`config.mk`:
```
export PLATFORM = sky130hd
export DESIGN_NAME = setclr_ctrl_reg
export DESIGN_NICKNAME = d
export VERILOG_FILES = /design/src/rtl/ctlreg_pkg.sv /design/src/rtl/ctlreg_decode.sv /design/src/rtl/ctlreg_datapath.sv /design/src/rtl/setclr_ctrl_reg.sv
export SDC_FILE = /design/constraint.sdc
export NUM_CORES = 1
export LEC_CHECK = 0
export BUFFER_PORTS_ARGS = -buffer_cell sky130_fd_sc_hd__buf_2
export CAP_MARGIN = 20
export CORE_MARGIN = 5
export CORE_UTILIZATION = 45
export CTS_BUF_LIST = sky130_fd_sc_hd__clkbuf_2
export CTS_CLUSTER_SIZE = 8
export DETAILED_ROUTE_END_ITERATION = 16
export PLACE_DENSITY_LB_ADDON = 0.2
export SYNTH_ARGS = -nofsm -noshare
export SYNTH_HDL_FRONTEND = slang
export SYNTH_SLANG_ARGS = --single-unit
```
`constraint.sdc`:
```
create_clock -name clk -period 2.52 [get_ports clk]
set_input_delay 0.504 -clock clk [delete_from_list [all_inputs] [get_ports clk]]
set_output_delay 0.504 -clock clk [all_outputs]
set_load 0.01 [all_outputs]
```
`src/rtl/ctlreg_pkg.sv`:
```
package ctlreg_pkg;

  typedef enum logic [1:0] {
    OP_READ  = 2'b00,
    OP_CLEAR = 2'b01,
    OP_SET   = 2'b10,
    OP_LOAD  = 2'b11
  } regOp_t;

  // strobes from the decoder to the datapath
  typedef struct packed {
    logic hit;
    logic setEn;
    logic clrEn;
    logic loadEn;
  } regStrobe_t;

endpackage

```
`src/rtl/ctlreg_decode.sv`:
```
module ctlreg_decode
  import ctlreg_pkg::*;
#(
  parameter int ADDR_W = 14,
  parameter logic [ADDR_W-1:0] BASE_ADDR = 14'h0008
) (
  input  logic              cmdStb,
  input  logic              cmdHasParam,
  input  logic [ADDR_W-1:0] cmdAddr,
  output regStrobe_t        strobe
);

  localparam int PAGE_W = ADDR_W - 2;
  localparam logic [PAGE_W-1:0] BASE_PAGE = BASE_ADDR[ADDR_W-1:2];

  logic   pageMatch;
  logic   hit;
  regOp_t op;

  always_comb begin
    pageMatch = (cmdAddr[ADDR_W-1:2] == BASE_PAGE);
    hit       = cmdStb && pageMatch;
    op        = regOp_t'(cmdAddr[1:0]);
    strobe        = '0;
    strobe.hit    = hit;
    if (hit && cmdHasParam) begin
      unique case (op)
        OP_SET:   strobe.setEn  = 1'b1;
        OP_CLEAR: strobe.clrEn  = 1'b1;
        OP_LOAD:  strobe.loadEn = 1'b1;
        default:  ;
      endcase
    end
  end

  // at most one modifying strobe, and only with a hit
  always_comb begin
    AST_ONE_OP: assert ($countones({strobe.setEn, strobe.clrEn, strobe.loadEn}) <= 1);
    AST_OP_NEEDS_HIT: assert (strobe.hit || !(strobe.setEn || strobe.clrEn || strobe.loadEn));
  end

endmodule

```
`src/rtl/ctlreg_datapath.sv`:
```
module ctlreg_datapath
  import ctlreg_pkg::*;
#(
  parameter int DATA_W = 16
) (
  input  logic              clk,
  input  logic              rst,
  input  regStrobe_t        strobe,
  input  logic [DATA_W-1:0] cmdData,
  output logic [DATA_W-1:0] regValue,
  output logic              respStb,
  output logic [DATA_W-1:0] respData
);

  logic [DATA_W-1:0] regQ;
  logic [DATA_W-1:0] regNext;

  // per-bit next-state selection
  for (genvar b = 0; b < DATA_W; b++) begin : g_bit
    always_comb begin
      if (strobe.loadEn)
        regNext[b] = cmdData[b];
      else if (strobe.setEn && cmdData[b])
        regNext[b] = 1'b1;
      else if (strobe.clrEn && cmdData[b])
        regNext[b] = 1'b0;
      else
        regNext[b] = regQ[b];
    end
  end

  always_ff @(posedge clk) begin
    if (rst) begin
      regQ     <= '0;
      respStb  <= 1'b0;
      respData <= '0;
    end else begin
      regQ     <= regNext;
      respStb  <= strobe.hit;
      respData <= strobe.hit ? regQ : '0;
    end
  end

  assign regValue = regQ;

  AST_IDLE_ZERO: assert property (@(posedge clk) disable iff (rst)
    !respStb |-> respData == '0);
  AST_RESP_OLD: assert property (@(posedge clk) disable iff (rst)
    strobe.hit |=> respStb && respData == $past(regQ));
  AST_NO_HIT_QUIET: assert property (@(posedge clk) disable iff (rst)
    !(strobe.hit || strobe.setEn || strobe.clrEn || strobe.loadEn) |=> $stable(regQ));

endmodule

```
`src/rtl/setclr_ctrl_reg.sv`:
```
module setclr_ctrl_reg
  import ctlreg_pkg::*;
#(
  parameter int ADDR_W = 14,
  parameter int DATA_W = 16,
  parameter logic [ADDR_W-1:0] BASE_ADDR = 14'h0008
) (
  input  logic              clk,
  input  logic              rst,
  input  logic              cmdStb,
  input  logic              cmdHasParam,
  input  logic [ADDR_W-1:0] cmdAddr,
  input  logic [DATA_W-1:0] cmdData,
  output logic              respStb,
  output logic [DATA_W-1:0] respData,
  output logic [DATA_W-1:0] regValue
);

  regStrobe_t strobe;

  ctlreg_decode #(
    .ADDR_W(ADDR_W),
    .BASE_ADDR(BASE_ADDR)
  ) i_decode (
    .cmdStb(cmdStb),
    .cmdHasParam(cmdHasParam),
    .cmdAddr(cmdAddr),
    .strobe(strobe)
  );

  ctlreg_datapath #(
    .DATA_W(DATA_W)
  ) i_datapath (
    .clk(clk),
    .rst(rst),
    .strobe(strobe),
    .cmdData(cmdData),
    .regValue(regValue),
    .respStb(respStb),
    .respData(respData)
  );

  logic inWin;
  assign inWin = cmdStb && (cmdAddr[ADDR_W-1:2] == BASE_ADDR[ADDR_W-1:2]);

  AST_SET_BITS: assert property (@(posedge clk) disable iff (rst)
    inWin && cmdHasParam && cmdAddr[1:0] == 2'b10 |=> regValue == ($past(regValue) | $past(cmdData)));
  AST_CLR_BITS: assert property (@(posedge clk) disable iff (rst)
    inWin && cmdHasParam && cmdAddr[1:0] == 2'b01 |=> regValue == ($past(regValue) & ~$past(cmdData)));
  AST_LOAD_ALL: assert property (@(posedge clk) disable iff (rst)
    inWin && cmdHasParam && cmdAddr[1:0] == 2'b11 |=> regValue == $past(cmdData));
  AST_READ_KEEP: assert property (@(posedge clk) disable iff (rst)
    inWin && (!cmdHasParam || cmdAddr[1:0] == 2'b00) |=> $stable(regValue));
  AST_RESP_PULSE: assert property (@(posedge clk) disable iff (rst)
    inWin |=> respStb);
  AST_NO_RESP: assert property (@(posedge clk) disable iff (rst)
    !inWin |=> !respStb && $stable(regValue));

endmodule

```
==> impl_metrics.ini <==
[sta]
drv_slew = 0
fmax_mhz = 533
hold_viol = 0
setup_tns_ns = 0
hold_slack_ns = 0.362
tightest_slew_ns = 0.365
maxSlewHeadroom = 0.755
grt_setup_unrepaired = no
skew_ns = 0.00809
setup_violations = 0
fin_crit_ns = 1.87
period_share = 0.744

[setup_path]
crit_chain = buf_2, or4b_4, nor4_4, buf_4, o21ai_0, a22o_1
end_kind = flop
critical_path_buf_inv_count = 2
reg2reg_slack_ns = 1.75
cp-start-kind = input pin
critical-path-top-delay-family = simple AND/OR/NAND/NOR gates
slowest_delay_ns = 0.57
required_ns = 2.79
worstPathArrival_ns = 2.14
timing_worst_setup_path_type = input pin to flop
critPathSlowestCell = or4b_4
cp_max_fo = 10

[power]
ir_worst_vdd_uv = 397
leakage_nw = 0.805
power.density_nw_per_um2 = 493

[synthesis]
synth_most_common_cell = dfxtp_1
synth.distinct_cells = 16
synth-seq-cells = 33
netlist.area_leader.share = 0.539
synth_nets = 145
async_flop_share = 0
seq_area_frac_synth = 0.539
syn_area_per_cell_um2 = 11.0
synth_common_cells = dfxtp_1, a22o_1, and2_1, nor2b_1, o21ai_0
synth_top_cell_by_area = dfxtp_1
synth_area_leaders = dfxtp_1, a22o_1, and2_1
yosys_warnings = 0
synth-edff-count = 0
syn_area_um2 = 1220
syn_inst = 111
synth_flop_cell = dfxtp_1

[clocking]
ctsHoldBuffers = 0
cts_resized = 0
clock_path_buffers = 2
cts_tree = built
post_cts_buffers = 0
worstSkewPairLatency_ns = 0.35
htreeDepth = 2
path_clk_slew_ns = 0.15
clock_sinks = 33
cts_buffers = 5
root_buffer = clkbuf_2

[global_route]
grt_max_degree = 18
grt_pass1_vias = 1057
grt.overflow.total = 0
grt_pass1_wl_um = 4800
grtUsageTotal = 0.156
antenna_found_initial = 0

[placed_design]
detailed_place.area_um2 = 1570
portBuffers = 66
gp_congestion = 0.746
dpl.cell_count = 205

[final_layout]
drive_gt1_frac = 0.436
stdcell_count = 212
final_nets = 215
finish.utilization = 0.597
fin_area_um2 = 1600
layout.area.seq_um2 = 661
synthToLayoutAreaGrowth_pct = 30.8
diodes = 0
n_fill_cell = 250
multi_input_area_um2 = 517

[die]
coreArea_um2 = 2690
io_pins = 67
die_w_um = 62.2
start_util = 0.456
die_h_um = 62.2
die_area_um2 = 3870
num_rows = 19

[min_path]
hp-class = input pin to flop

[route]
ant_nets = 0
wl_per_cell_um = 13.6
drt_pre_antenna_iters = 4
via_per_inst = 4.99
totalWireLength_um = 2890
drc_errors = 0
initialDrtViolationCount = 17
via_count = 1058

[flow_run]
drv_cap = 0

[status]
outcome = finished clean
==> sequential cells by signal, summed over array words and instances (netlist names) <==
signal and flops:
i_datapath.regValue 16, i_datapath.respStb 1, i_datapath.respData 16
==> final timing paths <==
kind,from,endpoint,cells past startpoint
min reg2reg,i_datapath.regValue[15]$_SDFFE_PP0P_,i_datapath.respData[15]$_SDFF_PP0_,1
max reg2reg,i_datapath.regValue[6]$_SDFFE_PP0P_,i_datapath.regValue[6]$_SDFFE_PP0P_,2
min,cmdData[6],i_datapath.regValue[6]$_SDFFE_PP0P_,2
max,cmdAddr[5],i_datapath.regValue[7]$_SDFFE_PP0P_,6
==> layer usage <==
metal / vias up / global-route usage / wire length (um)
li1: 530 / - / -
met1: 490 / 0.163 / 1120
met2: 32 / 0.272 / 1510
met3: 6 / 0.0685 / 210
met4: 0 / 0.0569 / 45
met5: - / 0 / 0
==> through the flow <==
step,power (mW),worst slack (ns)
floorplan,0.543,0.437
global placement,0.573,0.305
detailed placement,0.575,0.234
CTS,0.799,0.644
global route,0.831,0.603
finish,0.790,0.645
==> report_power, final <==
part | switching (mW) | total [mW] | internal [mW]
clock network | 0.161 | 0.226 | 0.0648
registers | 0.00000477 | 0.522 | 0.522
logic | 0.0209 | 0.0419 | 0.0210
total | 0.182 | 0.790 | 0.608
==> cells by family (layout without fill, tap and decap cells) <==
group,Yosys count,count (layout),synth area share
flops,33,33,0.539
compound gates,32,32,0.180
simple gates,40,40,0.242
buf+inv,6,76,0.0388
==> final cells by class <==
type | count | area share
sequential | 33 | 0.412
multi-input combinational | 72 | 0.322
timing repair buffer | 69 | 0.220
tap | 31 | 0.0242
clock buffer | 6 | 0.0187
clock inverter | 1 | 0.00234
==> layout by cell type (no fill, tap or decap) <==
master	count
o21ai_0	16
buf_2	66
and2_1	16
and3_1	1
or4_1	1
clkbuf_2	6
dfxtp_1	33
or4b_4	1
clkinv_1	1
or3_1	1
or3b_2	1
nor2b_1	16
buf_4	3
or4bb_1	1
nor4_4	2
a22o_1	16
Power figures use the tool's default switching activity.
